**src/rtl/qpm_pkg.sv**
```systemverilog
// Shared constants for the queue-port mailbox: register byte offsets
// and the sentinel returned when a queue port has nothing to give.
package qpm_pkg;
    localparam int ADDR_W = 8;
    localparam int DATA_W = 32;

    localparam logic [ADDR_W-1:0] A_IMSG0  = 8'h10;
    localparam logic [ADDR_W-1:0] A_IMSG1  = 8'h14;
    localparam logic [ADDR_W-1:0] A_OMSG0  = 8'h18;
    localparam logic [ADDR_W-1:0] A_OMSG1  = 8'h1C;
    localparam logic [ADDR_W-1:0] A_DBELL  = 8'h20;
    localparam logic [ADDR_W-1:0] A_ISTAT  = 8'h24;
    localparam logic [ADDR_W-1:0] A_IMASK  = 8'h28;
    localparam logic [ADDR_W-1:0] A_OSTAT  = 8'h30;
    localparam logic [ADDR_W-1:0] A_OMASK  = 8'h34;
    localparam logic [ADDR_W-1:0] A_INQ    = 8'h40;
    localparam logic [ADDR_W-1:0] A_OUTQ   = 8'h44;

    localparam logic [DATA_W-1:0] EMPTY_WORD = 32'hFFFF_FFFF;
    localparam int HOST_REQ_BIT = 31;

    // Outbound status bit positions
    localparam int OST_NONEMPTY = 0;
    localparam int OST_MSG      = 1;
endpackage

```
**src/rtl/qpm_fifo.sv**
```systemverilog
// Synchronous FIFO with a combinational head output.
// Assumes: push and pop may happen in the same cycle. A push into a full
// FIFO is dropped unless a pop frees room in that same cycle. When PRELOAD
// is set, reset fills every entry with BASE + i*STEP, so the FIFO starts full.
module qpm_fifo #(
    parameter int              W       = 32,
    parameter int              DEPTH   = 4,
    parameter bit              PRELOAD = 1'b0,
    parameter logic [W-1:0]    BASE    = '0,
    parameter logic [W-1:0]    STEP    = '0
) (
    input  logic                         clk,
    input  logic                         rst_n,
    input  logic                         push,
    input  logic [W-1:0]                 din,
    input  logic                         pop,
    output logic [W-1:0]                 dout,
    output logic                         empty,
    output logic                         full,
    output logic [$clog2(DEPTH+1)-1:0]   count
);
    localparam int PW = (DEPTH > 1) ? $clog2(DEPTH) : 1;
    localparam int CW = $clog2(DEPTH+1);
    localparam logic [PW-1:0] LAST = PW'(DEPTH-1);

    logic [W-1:0]  mem [DEPTH];
    logic [PW-1:0] wr_ptr, rd_ptr;
    logic          do_push, do_pop;

    assign empty   = (count == '0);
    assign full    = (count == CW'(DEPTH));
    assign do_pop  = pop && !empty;
    assign do_push = push && (!full || do_pop);
    assign dout    = mem[rd_ptr];

    // Storage: reset preload or write at the tail
    always_ff @(posedge clk) begin
        if (!rst_n) begin
            for (int i = 0; i < DEPTH; i++) begin
                mem[i] <= PRELOAD ? (BASE + STEP * W'(i)) : '0;
            end
        end else if (do_push) begin
            mem[wr_ptr] <= din;
        end
    end

    // Pointers and occupancy
    always_ff @(posedge clk) begin
        if (!rst_n) begin
            wr_ptr <= '0;
            rd_ptr <= '0;
            count  <= PRELOAD ? CW'(DEPTH) : '0;
        end else begin
            if (do_push) wr_ptr <= (wr_ptr == LAST) ? '0 : wr_ptr + 1'b1;
            if (do_pop)  rd_ptr <= (rd_ptr == LAST) ? '0 : rd_ptr + 1'b1;
            case ({do_push, do_pop})
                2'b10:   count <= count + 1'b1;
                2'b01:   count <= count - 1'b1;
                default: count <= count;
            endcase
        end
    end
endmodule

```
**src/rtl/qpm_msg.sv**
```systemverilog
// Message registers for non-queued commands. The host writes two inbound
// messages; the firmware writes two outbound messages. A write of inbound
// message 0 produces a one-cycle strobe toward the firmware.
// Assumes: the firmware answers a command by writing the same value to
// outbound message 0, and the host compares the two values.
module qpm_msg #(
    parameter int W = 32
) (
    input  logic         clk,
    input  logic         rst_n,
    input  logic         imsg0_wr,
    input  logic         imsg1_wr,
    input  logic [W-1:0] host_wdata,
    input  logic         omsg_wr,
    input  logic         omsg_sel,
    input  logic [W-1:0] omsg_data,
    output logic [W-1:0] imsg0,
    output logic [W-1:0] imsg1,
    output logic [W-1:0] omsg0,
    output logic [W-1:0] omsg1,
    output logic         imsg_stb
);
    // Inbound messages and the command strobe
    always_ff @(posedge clk) begin
        if (!rst_n) begin
            imsg0    <= '0;
            imsg1    <= '0;
            imsg_stb <= 1'b0;
        end else begin
            if (imsg0_wr) imsg0 <= host_wdata;
            if (imsg1_wr) imsg1 <= host_wdata;
            imsg_stb <= imsg0_wr;
        end
    end

    // Outbound messages written by the firmware
    always_ff @(posedge clk) begin
        if (!rst_n) begin
            omsg0 <= '0;
            omsg1 <= '0;
        end else if (omsg_wr) begin
            if (omsg_sel) omsg1 <= omsg_data;
            else          omsg0 <= omsg_data;
        end
    end
endmodule

```
**src/rtl/qpm_irq.sv**
```systemverilog
// Interrupt status and mask for both directions.
// The inbound side collects doorbell bits, which the firmware clears by
// writing 1s. The outbound side has two bits: a live queue-non-empty flag
// and a sticky message flag that the host clears by writing 1. A set in the
// same cycle as a clear wins.
module qpm_irq #(
    parameter int DB_BITS = 8
) (
    input  logic               clk,
    input  logic               rst_n,
    input  logic               dbell_wr,
    input  logic               imask_wr,
    input  logic               ostat_wr,
    input  logic               omask_wr,
    input  logic [31:0]        host_wdata,
    input  logic [DB_BITS-1:0] istat_clr,
    input  logic               omsg_evt,
    input  logic               ob_nonempty,
    output logic [DB_BITS-1:0] istat,
    output logic [DB_BITS-1:0] imask,
    output logic [1:0]         ostat,
    output logic [1:0]         omask,
    output logic               host_irq,
    output logic               lc_irq
);
    logic               omsg_flag;
    logic [DB_BITS-1:0] db_set;

    assign db_set = dbell_wr ? host_wdata[DB_BITS-1:0] : '0;

    // Inbound doorbell status: set from the host, cleared by the firmware
    always_ff @(posedge clk) begin
        if (!rst_n) istat <= '0;
        else        istat <= (istat & ~istat_clr) | db_set;
    end

    // Masks for both directions
    always_ff @(posedge clk) begin
        if (!rst_n) begin
            imask <= '0;
            omask <= 2'b11;
        end else begin
            if (imask_wr) imask <= host_wdata[DB_BITS-1:0];
            if (omask_wr) omask <= host_wdata[1:0];
        end
    end

    // Sticky outbound message flag, write-1-to-clear, set has priority
    always_ff @(posedge clk) begin
        if (!rst_n)                                        omsg_flag <= 1'b0;
        else if (omsg_evt)                                 omsg_flag <= 1'b1;
        else if (ostat_wr && host_wdata[qpm_pkg::OST_MSG]) omsg_flag <= 1'b0;
    end

    assign ostat    = {omsg_flag, ob_nonempty};
    assign host_irq = |(ostat & ~omask);
    assign lc_irq   = |(istat & ~imask);
endmodule

```
**src/rtl/qport_mailbox.sv**
```systemverilog
// Top of the queue-port mailbox. Decodes the host register bus, owns the
// three queues (free slots, posted requests, completions), and builds the
// registered read data.
// Assumes: hb_wr and hb_rd are never high together; a queue-port read with
// nothing to return yields the all-ones word.
module qport_mailbox
    import qpm_pkg::*;
#(
    parameter int              N_SLOTS    = 8,
    parameter logic [31:0]     SLOT_BASE  = 32'h0000_1000,
    parameter logic [31:0]     SLOT_STEP  = 32'h0000_0100,
    parameter int              POST_DEPTH = 4,
    parameter int              OB_DEPTH   = 4,
    parameter int              DB_BITS    = 8
) (
    input  logic               clk,
    input  logic               rst_n,
    input  logic               hb_wr,
    input  logic               hb_rd,
    input  logic [7:0]         hb_addr,
    input  logic [31:0]        hb_wdata,
    output logic [31:0]        hb_rdata,
    output logic               host_irq,
    output logic               lc_post_valid,
    output logic [31:0]        lc_post_data,
    input  logic               lc_post_pop,
    input  logic               lc_cmpl_push,
    input  logic [31:0]        lc_cmpl_tag,
    input  logic               lc_cmpl_ctx_en,
    input  logic [31:0]        lc_cmpl_ctx,
    output logic [31:0]        lc_imsg0,
    output logic [31:0]        lc_imsg1,
    output logic               lc_imsg_stb,
    input  logic               lc_omsg_wr,
    input  logic               lc_omsg_sel,
    input  logic [31:0]        lc_omsg_data,
    output logic [DB_BITS-1:0] lc_istat,
    input  logic [DB_BITS-1:0] lc_istat_clr,
    output logic               lc_irq
);
    localparam int FREE_CW = $clog2(N_SLOTS+1);
    localparam int POST_CW = $clog2(POST_DEPTH+1);
    localparam int OB_CW   = $clog2(OB_DEPTH+1);

    // Address decode
    logic wr_inq, wr_outq, rd_inq, rd_outq;
    assign wr_inq  = hb_wr && (hb_addr == A_INQ);
    assign wr_outq = hb_wr && (hb_addr == A_OUTQ);
    assign rd_inq  = hb_rd && (hb_addr == A_INQ);
    assign rd_outq = hb_rd && (hb_addr == A_OUTQ);

    // Free-slot pool, preloaded at reset
    logic [31:0]        free_head;
    logic               free_empty, free_full;
    logic [FREE_CW-1:0] free_count;

    qpm_fifo #(.W(32), .DEPTH(N_SLOTS), .PRELOAD(1'b1),
               .BASE(SLOT_BASE), .STEP(SLOT_STEP)) u_free (
        .clk(clk), .rst_n(rst_n),
        .push(wr_outq), .din(hb_wdata),
        .pop(rd_inq), .dout(free_head),
        .empty(free_empty), .full(free_full), .count(free_count)
    );

    // Posted-request queue toward the firmware
    logic               post_empty, post_full;
    logic [POST_CW-1:0] post_count;

    qpm_fifo #(.W(32), .DEPTH(POST_DEPTH)) u_post (
        .clk(clk), .rst_n(rst_n),
        .push(wr_inq), .din(hb_wdata),
        .pop(lc_post_pop), .dout(lc_post_data),
        .empty(post_empty), .full(post_full), .count(post_count)
    );
    assign lc_post_valid = !post_empty;

    // Completion queue toward the host; context substitution for host-memory requests
    logic [31:0]      ob_din, ob_head;
    logic             ob_empty, ob_full;
    logic [OB_CW-1:0] ob_count;

    assign ob_din = (lc_cmpl_tag[HOST_REQ_BIT] && lc_cmpl_ctx_en) ? lc_cmpl_ctx : lc_cmpl_tag;

    qpm_fifo #(.W(32), .DEPTH(OB_DEPTH)) u_outq (
        .clk(clk), .rst_n(rst_n),
        .push(lc_cmpl_push), .din(ob_din),
        .pop(rd_outq), .dout(ob_head),
        .empty(ob_empty), .full(ob_full), .count(ob_count)
    );

    // Message registers
    logic [31:0] omsg0, omsg1;

    qpm_msg #(.W(32)) u_msg (
        .clk(clk), .rst_n(rst_n),
        .imsg0_wr(hb_wr && (hb_addr == A_IMSG0)),
        .imsg1_wr(hb_wr && (hb_addr == A_IMSG1)),
        .host_wdata(hb_wdata),
        .omsg_wr(lc_omsg_wr), .omsg_sel(lc_omsg_sel), .omsg_data(lc_omsg_data),
        .imsg0(lc_imsg0), .imsg1(lc_imsg1),
        .omsg0(omsg0), .omsg1(omsg1),
        .imsg_stb(lc_imsg_stb)
    );

    // Interrupt status and masks
    logic [DB_BITS-1:0] imask;
    logic [1:0]         ostat, omask;

    qpm_irq #(.DB_BITS(DB_BITS)) u_irq (
        .clk(clk), .rst_n(rst_n),
        .dbell_wr(hb_wr && (hb_addr == A_DBELL)),
        .imask_wr(hb_wr && (hb_addr == A_IMASK)),
        .ostat_wr(hb_wr && (hb_addr == A_OSTAT)),
        .omask_wr(hb_wr && (hb_addr == A_OMASK)),
        .host_wdata(hb_wdata),
        .istat_clr(lc_istat_clr),
        .omsg_evt(lc_omsg_wr),
        .ob_nonempty(!ob_empty),
        .istat(lc_istat), .imask(imask),
        .ostat(ostat), .omask(omask),
        .host_irq(host_irq), .lc_irq(lc_irq)
    );

    // Read mux for the host bus
    logic [31:0] rd_mux;
    always_comb begin
        case (hb_addr)
            A_IMSG0: rd_mux = lc_imsg0;
            A_IMSG1: rd_mux = lc_imsg1;
            A_OMSG0: rd_mux = omsg0;
            A_OMSG1: rd_mux = omsg1;
            A_ISTAT: rd_mux = 32'(lc_istat);
            A_IMASK: rd_mux = 32'(imask);
            A_OSTAT: rd_mux = 32'(ostat);
            A_OMASK: rd_mux = 32'(omask);
            A_INQ:   rd_mux = free_empty ? EMPTY_WORD : free_head;
            A_OUTQ:  rd_mux = ob_empty ? EMPTY_WORD : ob_head;
            default: rd_mux = '0;
        endcase
    end

    // Registered read data, held between reads
    always_ff @(posedge clk) begin
        if (!rst_n)     hb_rdata <= '0;
        else if (hb_rd) hb_rdata <= rd_mux;
    end
endmodule

```
**config.mk**
```make
export PLATFORM = sky130hd
export DESIGN_NAME = qport_mailbox
export DESIGN_NICKNAME = d
export VERILOG_FILES = /design/src/rtl/qpm_pkg.sv /design/src/rtl/qpm_fifo.sv /design/src/rtl/qpm_msg.sv /design/src/rtl/qpm_irq.sv /design/src/rtl/qport_mailbox.sv
export SDC_FILE = /design/constraint.sdc
export NUM_CORES = 1
export LEC_CHECK = 0
export BUFFER_PORTS_ARGS = -buffer_cell sky130_fd_sc_hd__buf_2
export CAP_MARGIN = 30
export CORE_AREA = 2 2 290 292
export CTS_BUF_LIST = sky130_fd_sc_hd__clkbuf_8 sky130_fd_sc_hd__clkbuf_16
export CTS_CLUSTER_DIAMETER = 40
export DETAILED_ROUTE_END_ITERATION = 8
export DIE_AREA = 0 0 292 294
export SLEW_MARGIN = 30
export SYNTH_ARGS = -nofsm -noshare
export SYNTH_HDL_FRONTEND = slang
export SYNTH_SLANG_ARGS = --single-unit
```
**constraint.sdc**
```tcl
create_clock -name clk -period 5 [get_ports clk]
set_input_delay 0.25 -clock clk [delete_from_list [all_inputs] [get_ports clk]]
set_output_delay 0.25 -clock clk [all_outputs]
set_load 0.03 [all_outputs]
```
# After elaboration in Yosys (flattened, before gate mapping)
# Memories as Yosys holds them, arrays and structs flattened. A register that Yosys moved wholly into a read port is not among the register bits.
# Cells that the tools add are included.
[totals]
reg_bits = 204
mem_bits_rw = 512
out_inout_bits = 140
wordCells = 150
n_memories = 3
[memory_table]
columns = ["name", "depth", "word_bits", "rd", "rd_ports_with_merged_regs", "write_ports", "line_no", "source"]
rows = [
  ["u_free.mem", 8, 32, 1, 1, 8, "qpm_fifo.sv:26", "logic [W-1:0] mem [DEPTH];"],
  ["u_outq.mem", 4, 32, 1, 1, 4, "qpm_fifo.sv:26", ""],
  ["u_post.mem", 4, 32, 1, 1, 4, "qpm_fifo.sv:26", ""],
]
[classes]
add_sub_neg = 12
eq_ne = 26
mux = 41
n_bitwise = 8
reduce_logical = 41
[ops]
columns = ["op", "n"]
rows = [
  ["32-bit case mux with 10 select lines", 1],
  ["32-bit 2-to-1 mux", 6],
  ["32-bit OR reduction", 3],
  ["8-bit by 6-bit == test with 1-bit output, second input constant", 5],
  ["8-bit by 5-bit == test with 1-bit output, second input constant", 4],
  ["2-bit 2-to-1 mux", 10],
  ["1-bit logical AND", 18],
  ["8-bit bitwise AND", 2],
  ["8-bit by 7-bit == test with 1-bit output, second input constant", 2],
  ["8-bit NOT", 2],
  ["1-bit 2-to-1 mux", 15],
  ["3-bit 2-to-1 mux", 5],
  ["2-bit == test, second input constant", 7],
  ["3-bit by 1-bit adder with 3-bit output, second input constant", 4],
  ["3-bit == test, second input constant", 4],
  ["3-bit case mux with 2 select lines", 2],
  ["2-bit by 1-bit adder with 2-bit output, second input constant", 4],
  ["8-bit 2-to-1 mux", 1],
  ["8-bit bitwise OR", 1],
  ["4-bit case mux with 2 select lines", 1],
  ["2-bit nonzero test", 4],
  ["8-bit OR reduction", 1],
  ["2-bit by 1-bit == test with 1-bit output, second input constant", 3],
  ["1-bit logical NOT", 6],
  ["12 further kinds", 17],
]

# Longest topological paths before layout
# Gate-level depths: netlist of run 1.
[logic_depth]
word_depth = 10
mapped_depth = 11

# Hierarchy
# Synthesis of run 1 repeated with hierarchy kept, for this count alone.
[unflattened]
hier_cells = 2535
area_unflattened_um2 = 33040.4
[modules_own_cells]
columns = ["mod", "instances", "cells_each", "area_each_um2", "seq_area_each_um2"]
rows = [
  ["qpm_fifo (u_outq ...)", 2, 368, 6040.8, 4023.9],
  ["qpm_fifo (u_free)", 1, 819, 11840.1, 7947.6],
  ["qpm_msg", 1, 454, 4887.2, 2582.5],
  ["qport_mailbox", 1, 439, 3454.6, 640.6],
  ["qpm_irq", 1, 87, 777.0, 380.4],
]

# Worst setup path after synthesis of run 1
# No wires, ideal clock.
[synth_timing]
path_type = "input-to-reg"
startpoint = "input port hb_addr[1]"
endpoint = "memory u_free.mem[3][0] (enable)"
setup_ns = 0.466
arrival_ns = 4.087
path_slack_ns = 0.448
path_stages = 8
path_buffers = 3
cell_sequence = "clkbuf_1 or3_1 o211a_1 buf_2 nor2_4 nand3b_1 clkbuf_1 o21ai_0"
[synth_rtl]
columns = ["item", "line_no", "source"]
rows = [
  ["start: declaration", "qport_mailbox.sv:20", "input logic [7:0] hb_addr,"],
  ["end: declaration", "qpm_fifo.sv:26", ""],
]

==> results of run 1 <==
## per-layer routing
metal | vias to the layer above | wire [um] | global-route usage [%] | part of all wire [%]
li1 | 10500 | - | - | -
met2 | 973 | 46400 | 36.5 | 47
met5 | - | 0 | 0 | 0
met1 | 11600 | 42500 | 31.6 | 43
met4 | 0 | 2370 | 6.80 | 2.4
met3 | 132 | 7700 | 3.75 | 7.8
## placed cells by master (no fill, tap or decap), types with 9 or more instances in the layout
cell and n:
edfxtp_1 512, nor2_1 383, nand2_1 366, buf_2 291
dfxtp_1 207, mux2i_1 172, a21boi_0 135, dlygate4sd3_1 116
clkbuf_16 112, and2_1 105, mux4_2 85, a22oi_1 71
buf_4 55, o21ai_0 40, a21oi_1 39, inv_1 37
and3_1 36, a22o_1 32, nor2b_1 30, clkinv_2 17
or3_1 16, o211ai_1 15, o2bb2ai_1 14, clkinvlp_4 14
bufinv_16 12, nand2b_1 11, o221ai_1 11, o21ai_2 10
o22ai_1 10, ha_1 10, clkbuf_8 9, clkinv_4 9
## per-stage QoR
stage	area, sq um	setup slack (ns)	util [%]
detailed placement	34700	1.58	41.9
floorplan	32100	0.448	-
CTS	39700	2.03	48.0
global placement	34600	1.37	41.8
global route	39800	1.82	48.0
finish	39800	2.03	48.0
## flip-flops by register name (all words and copies together), names as in the netlist, 3 cells and up, named ones only
name           cells
hb_rdata          32
u_free.count       4
u_free.mem       256
u_free.rd_ptr      3
u_free.wr_ptr      3
u_irq.imask        8
u_irq.istat        8
u_msg.imsg0       32
u_msg.imsg1       32
u_msg.omsg0       32
u_msg.omsg1       32
u_outq.count       3
u_outq.mem       128
u_post.count       3
u_post.mem       128
## area by class of cell
class / instances / area, sq um / area share, %
sequential: 723 / 19600 / 49.3
multi-input combinational: 1712 / 11600 / 29.3
timing repair buffer: 471 / 3180 / 8.01
clock buffer: 121 / 2930 / 7.36
tap: 1080 / 1350 / 3.40
clock inverter: 87 / 950 / 2.39
inverter: 25 / 93.8 / 0.236
antenna: 2 / 5.00 / 0.0126
## power groups by stage
stage | sequential [mW] | combinational (mW) | clock [mW]
after detailed placement | 6.82 | 1.23 | 0
after global placement | 6.81 | 1.21 | 0
final | 6.70 | 1.30 | 7.85
after floorplan | 6.80 | 0.779 | 0
after global routing | 6.72 | 1.39 | 8.21
after CTS | 6.70 | 1.31 | 7.93
## timing repair
| action | CTS | global route |
|---|---|---|
| setup buffers | 0 | 0 |
| endpoints found under the hold margin | 197 | 0 |
| hold buffers | 116 | 0 |
| setup endpoints to repair | 0 | 0 |
## cell families (layout without fill, tap and decap cells)
| family | Yosys count | in the layout | share of synthesized area, % |
|---|---|---|---|
| xor gates and xnor gates | 4 | 4 | 0.109 |
| DFF | 723 | 723 | 61.1 |
| adders and majority gates | 13 | 13 | 0.577 |
| AOI/OAI and AO/OA | 423 | 423 | 9.69 |
| buffers and inverters | 237 | 704 | 3.03 |
| and+or+nand+nor | 1014 | 1014 | 14.2 |
| other | 0 | 2 | 0 |
| muxes | 258 | 258 | 11.4 |
## path summary, 6_finish.rpt
kind / endpoint / slack (ns)
max: u_free.mem[2][15] / 2.03
min: u_outq.mem[3][21] / 0.01
max reg2reg: u_free.mem[2][15] / 2.03
min reg2reg: u_msg.omsg0[14] / 0.46
## critical path, delay by kind of cell (launching register included)
kind,cells,cell delay (ns)
compound gates,2,0.72
flops,1,0.41
buf+inv,1,0.46
simple gates,3,0.95
==> results.yml, run 1 <==
drt:
  vias_per_cell: 5.50
  drtAntennaViolNets: 0
  drtIter0Drc: 2340
  drt-pass1-iter-count: 6
  avgRoutedWirePerCell_um: 23.4
  drt-total-wl_um: 98900
  vias: 23200
  drc: 0
synthesis:
  ys_dominant_reg_cell: "edfxtp_1"
  syn_area_sq_um: 32100
  yosysSeqAreaShare_pct: 61.1
  netlist_instances: 2672
  synth_top_area_cell: "edfxtp_1"
  synth_area_leaders: "edfxtp_1, dfxtp_1, mux4_2"
  yosysMostFrequentCell: "edfxtp_1"
  async_reset_ff_share_pct: 0
  yosys_register_bits: 723
  synth.top_cell.area_share_pct: 47.9
  synth_enable_flop_cells: 512
  ys_warn_count: 0
  syn_nets: 2838
  synth_cell_types: 68
  synth_common_cells: "edfxtp_1, nor2_1, nand2_1, dfxtp_1, mux2i_1"
  syn_area_per_cell_sq_um: 12.0
pwr:
  peakVddDrop_v: 0.000304
  power_density_nw_per_um2: 399
  clockPowerShare_pct: 49.5
  p_seq_share_pct: 42.3
  power.internal_mw: 12.0
  p_sw_mw: 3.85
  power.leakage_nw: 14.6
  power.share.switching_pct: 24.3
  power_frac_comb_pct: 8.2
  total_power_mw: 15.9
die:
  dieArea_sq_um: 85800
  io_pins: 293
  placementRows: 106
  fp.coreArea_sq_um: 82900
  dieWidth_um: 292
  die_h_um: 294
  initial_core_util_pct: 38.7
setup_path:
  r2r_cells: 6
  cp-end-kind: "register"
  r2r_start: "u_free.count[1]"
  cp_max_fo: 29
  cp-start-kind: "register"
  path_cells: "nor3_1, o211a_1, nor2_4, nand3b_1, o21ai_2, buf_4"
  crit_type: "register to register"
  cp_slowest_stage_delay_ns: 0.61
  crit_path_top_delay_cell: "nand3b_1"
  required_ns: 5.27
  crit_start: "u_free.count[1]"
  cp.arrival_ns: 3.25
status:
  outcome: "finished clean"
global_route:
  grt_util_all_layers_pct: 22.7
  grt_max_degree: 206
  grt_pass1_vias: 22900
  grt_pass1_wl_um: 146000
  antenna_found_initial: 2
  grt_overflow: 0
sta:
  slew_viol_final: 0
  clock_skew_ns: 0.0666
  rsz0062_at_grt: "false"
  timing.setup.tns_ns: 0
  timing.final.crit_share_pct: 59.4
  setup_violations: 0
  max_freq_mhz: 336
  whs_ns: 0.0105
  hold_violations: 0
  worst_pin_slew_ns: 1.01
  worst_slew_margin_rel_pct: 31.9
  period_needed_ns: 2.97
clock_tree:
  clk_pin_slew_ns: 0.06
  root_buffer: "clkbuf_16"
  clkSinkCount: 723
  cts_resized: 0
  cts_buffer_depth: 3
  cts_tree: "yes"
  numCtsBuffers: 110
  clkLatencyLatePin_ns: 0.69
  htreeDepth: 3
final_layout:
  stdcell_count: 4221
  syn_to_final_growth_pct: 23.9
  fill_cells: 7304
  drive_above_1_share_pct: 21.9
  num-nets-final: 3209
placement:
  place_hpwl_um: 67200
  place_inst: 3895
  gp_congestion: 0.875
  io_buffers: 292
min_path:
  hp-class: "input pin to register"
  hold_start: "lc_cmpl_tag[21]"
  hold_depth: 3
job:
  maxCapViolCount: 0
(Power assumes the default switching activity.)
==> run 2: changes to the inputs <==
Clock period 5 ns to 2.6 ns, I/O delays scaled along.
==> run 2 against run 1 <==
Sequential power increased by 93%. Count of clock-buffer cells in the layout increased by 2. Combinational power increased by 110%. Critical endpoint is now hb_rdata[4]. Worst setup slack got worse by 1.7 ns. Via count increased by 1.5%. Global-route usage increased by 0.85 points. Highest routed layer unchanged.
==> results.yml, run 2 (synthesis gave the netlist of run 1 again) <==
global_route:
  grt_use_met3_pct: 5.33
  grt_use_met1_pct: 29.8
  antenna_found_initial: 5
  grt_overflow: 0
  grt_pass1_vias: 24300
  grt_max_degree: 116
  grt_util_all_layers_pct: 23.6
  gr-usage-met2_pct: 39.6
  grt-busiest-layer: "met2"
  grt_pass1_wl_um: 152000
clock_tree:
  numCtsBuffers: 108
  clk_pin_slew_ns: 0.06
  clkLatencyLatePin_ns: 0.69
  clkSinkCount: 723
  cts_setup_buffers: 0
  root_buffer: "clkbuf_16"
  htreeDepth: 3
  cts_resized: 0
  cts_tree: "yes"
  cts_buffer_depth: 3
final_layout:
  num-nets-final: 3304
  drive_above_1_share_pct: 23.2
  seq_area_sq_um: 19600
  multi_input_comb_area_sq_um: 11700
  stdcell_count: 4316
  final_common_cell: "edfxtp_1"
  top_register: "u_free.mem"
  final_cell_mix: "edfxtp_1, nor2_1, nand2_1, buf_2, dfxtp_1"
  largest_register_ffs: 256
  fill_cells: 7193
  syn_to_final_growth_pct: 27.7
  reg_top3: "u_free.mem (256), u_outq.mem (128), u_post.mem (128)"
sta:
  period_needed_ns: 2.30
  setup_violations: 0
  hold_violations: 0
  timing.final.crit_share_pct: 88.5
  slew_viol_final: 0
  timing.setup.tns_ns: 0
  clock_skew_ns: 0.0332
  whs_ns: 0.0649
  max_freq_mhz: 435
  rsz0062_at_grt: "false"
  worst_pin_slew_ns: 0.729
  worst_slew_margin_rel_pct: 51.3
pwr:
  peakVddDrop_v: 0.000601
  power_density_nw_per_um2: 752
  power.share.switching_pct: 24.6
  p_seq_share_pct: 41.8
  power.leakage_nw: 15.2
  power.internal_mw: 23.2
  power_frac_comb_pct: 8.7
  clockPowerShare_pct: 49.5
  p_sw_mw: 7.57
die:
  fp.coreArea_sq_um: 82900
  dieArea_sq_um: 85800
  io_pins: 293
  dieWidth_um: 292
  placementRows: 106
  die_h_um: 294
  initial_core_util_pct: 38.7
drt:
  drt-pass1-iter-count: 6
  drc: 0
  avgRoutedWirePerCell_um: 23.7
  vias_per_cell: 5.46
  drtAntennaViolNets: 0
  vias: 23600
  drt-total-wl_um: 102000
  drtIter0Drc: 1899
setup_path:
  cp.arrival_ns: 2.84
  cp-end-kind: "register"
  crit_type: "register to register"
  r2r-end: "hb_rdata[4]"
  cp-start-kind: "register"
  required_ns: 3.14
  r2r_cells: 4
  rrSetupSlack_ns: 0.30
  cp_max_fo: 12
placement:
  place_hpwl_um: 68000
  io_buffers: 292
  place_inst: 3960
  gp_congestion: 0.877
job:
  maxCapViolCount: 0
min_path:
  hp-class: "input pin to register"
  hold_depth: 5
  hold_start: "lc_post_pop"
status:
  outcome: "finished clean"
==> run 2: changes by cell type in the layout (fill, tap and decap cells not counted), moves of 4 or more <==
cell / change
buf_12: +30
clkinv_2: -7
o21ai_2: -6
clkinv_4: +4
dlygate4sd3_1: +32
buf_4: +38
o21ai_4: +6
==> run 2: layout make-up <==
cell class	instances	area share, %
Antenna cell	3	0.0183
Clock buffer	123	7.24
Clock inverter	82	2.30
Inverter	25	0.229
Multi-Input combinational cell	1712	28.5
Sequential cell	723	47.8
Tap cell	1080	3.30
Timing Repair Buffer	568	10.6
==> run 2: worst max path at each step <==
| stage | startpoint | to | slack (ns) |
|---|---|---|---|
| CTS | register | lc_post_data[19] | 0.28 |
| global route | u_outq.count[2] | u_outq.mem[0][8] | 0.22 |
| global placement | hb_addr[5] | u_free.count[3] | -0.08 |
| floorplan | hb_addr[0] | u_free.mem[0][0] | -0.27 |
| detailed placement | hb_addr[5] | u_free.count[3] | -0.04 |
| finish | register | hb_rdata[4] | 0.30 |
==> run 2: repair_timing <==
action	4_1_cts	5_1_grt
hold endpoints to repair	359	0
hold buffers	148	0
setup endpoints to repair	0	0
==> run 2: through the flow <==
step                instance area (sq um)  total power [mW]  setup slack [ns]  util [%]
detailed placement                  35600              15.6           -0.0433      42.9
finish                              41000              30.8             0.300      49.4
floorplan                           32200              14.6            -0.267         -
CTS                                 41000              31.0             0.285      49.4
global placement                    35600              15.6           -0.0845      42.9
global route                        41000              31.7             0.217      49.4
==> run 2: routing by layer <==
layer	vias to the layer above	share of wire, %
li1	10700	-
met1	11800	40
met2	950	49
met3	175	7.9
met4	0	3.1
met5	-	0
==> run 2: power groups by stage <==
| stage | clock network [mW] | logic, mW | registers [mW] |
|---|---|---|---|
| floorplan | 0 | 1.51 | 13.1 |
| global placement | 0 | 2.48 | 13.1 |
| detailed placement | 0 | 2.52 | 13.1 |
| CTS | 15.4 | 2.71 | 12.9 |
| global route | 15.9 | 2.86 | 12.9 |
| finish | 15.2 | 2.69 | 12.9 |
==> run 2: worst max-delay path, stage by stage, from the launching register on <==
cell	delay (ns)
dfxtp_2	0.64
mux4_2	0.60
o21ai_0	0.42
o211ai_1	0.24
o221a_2	0.28
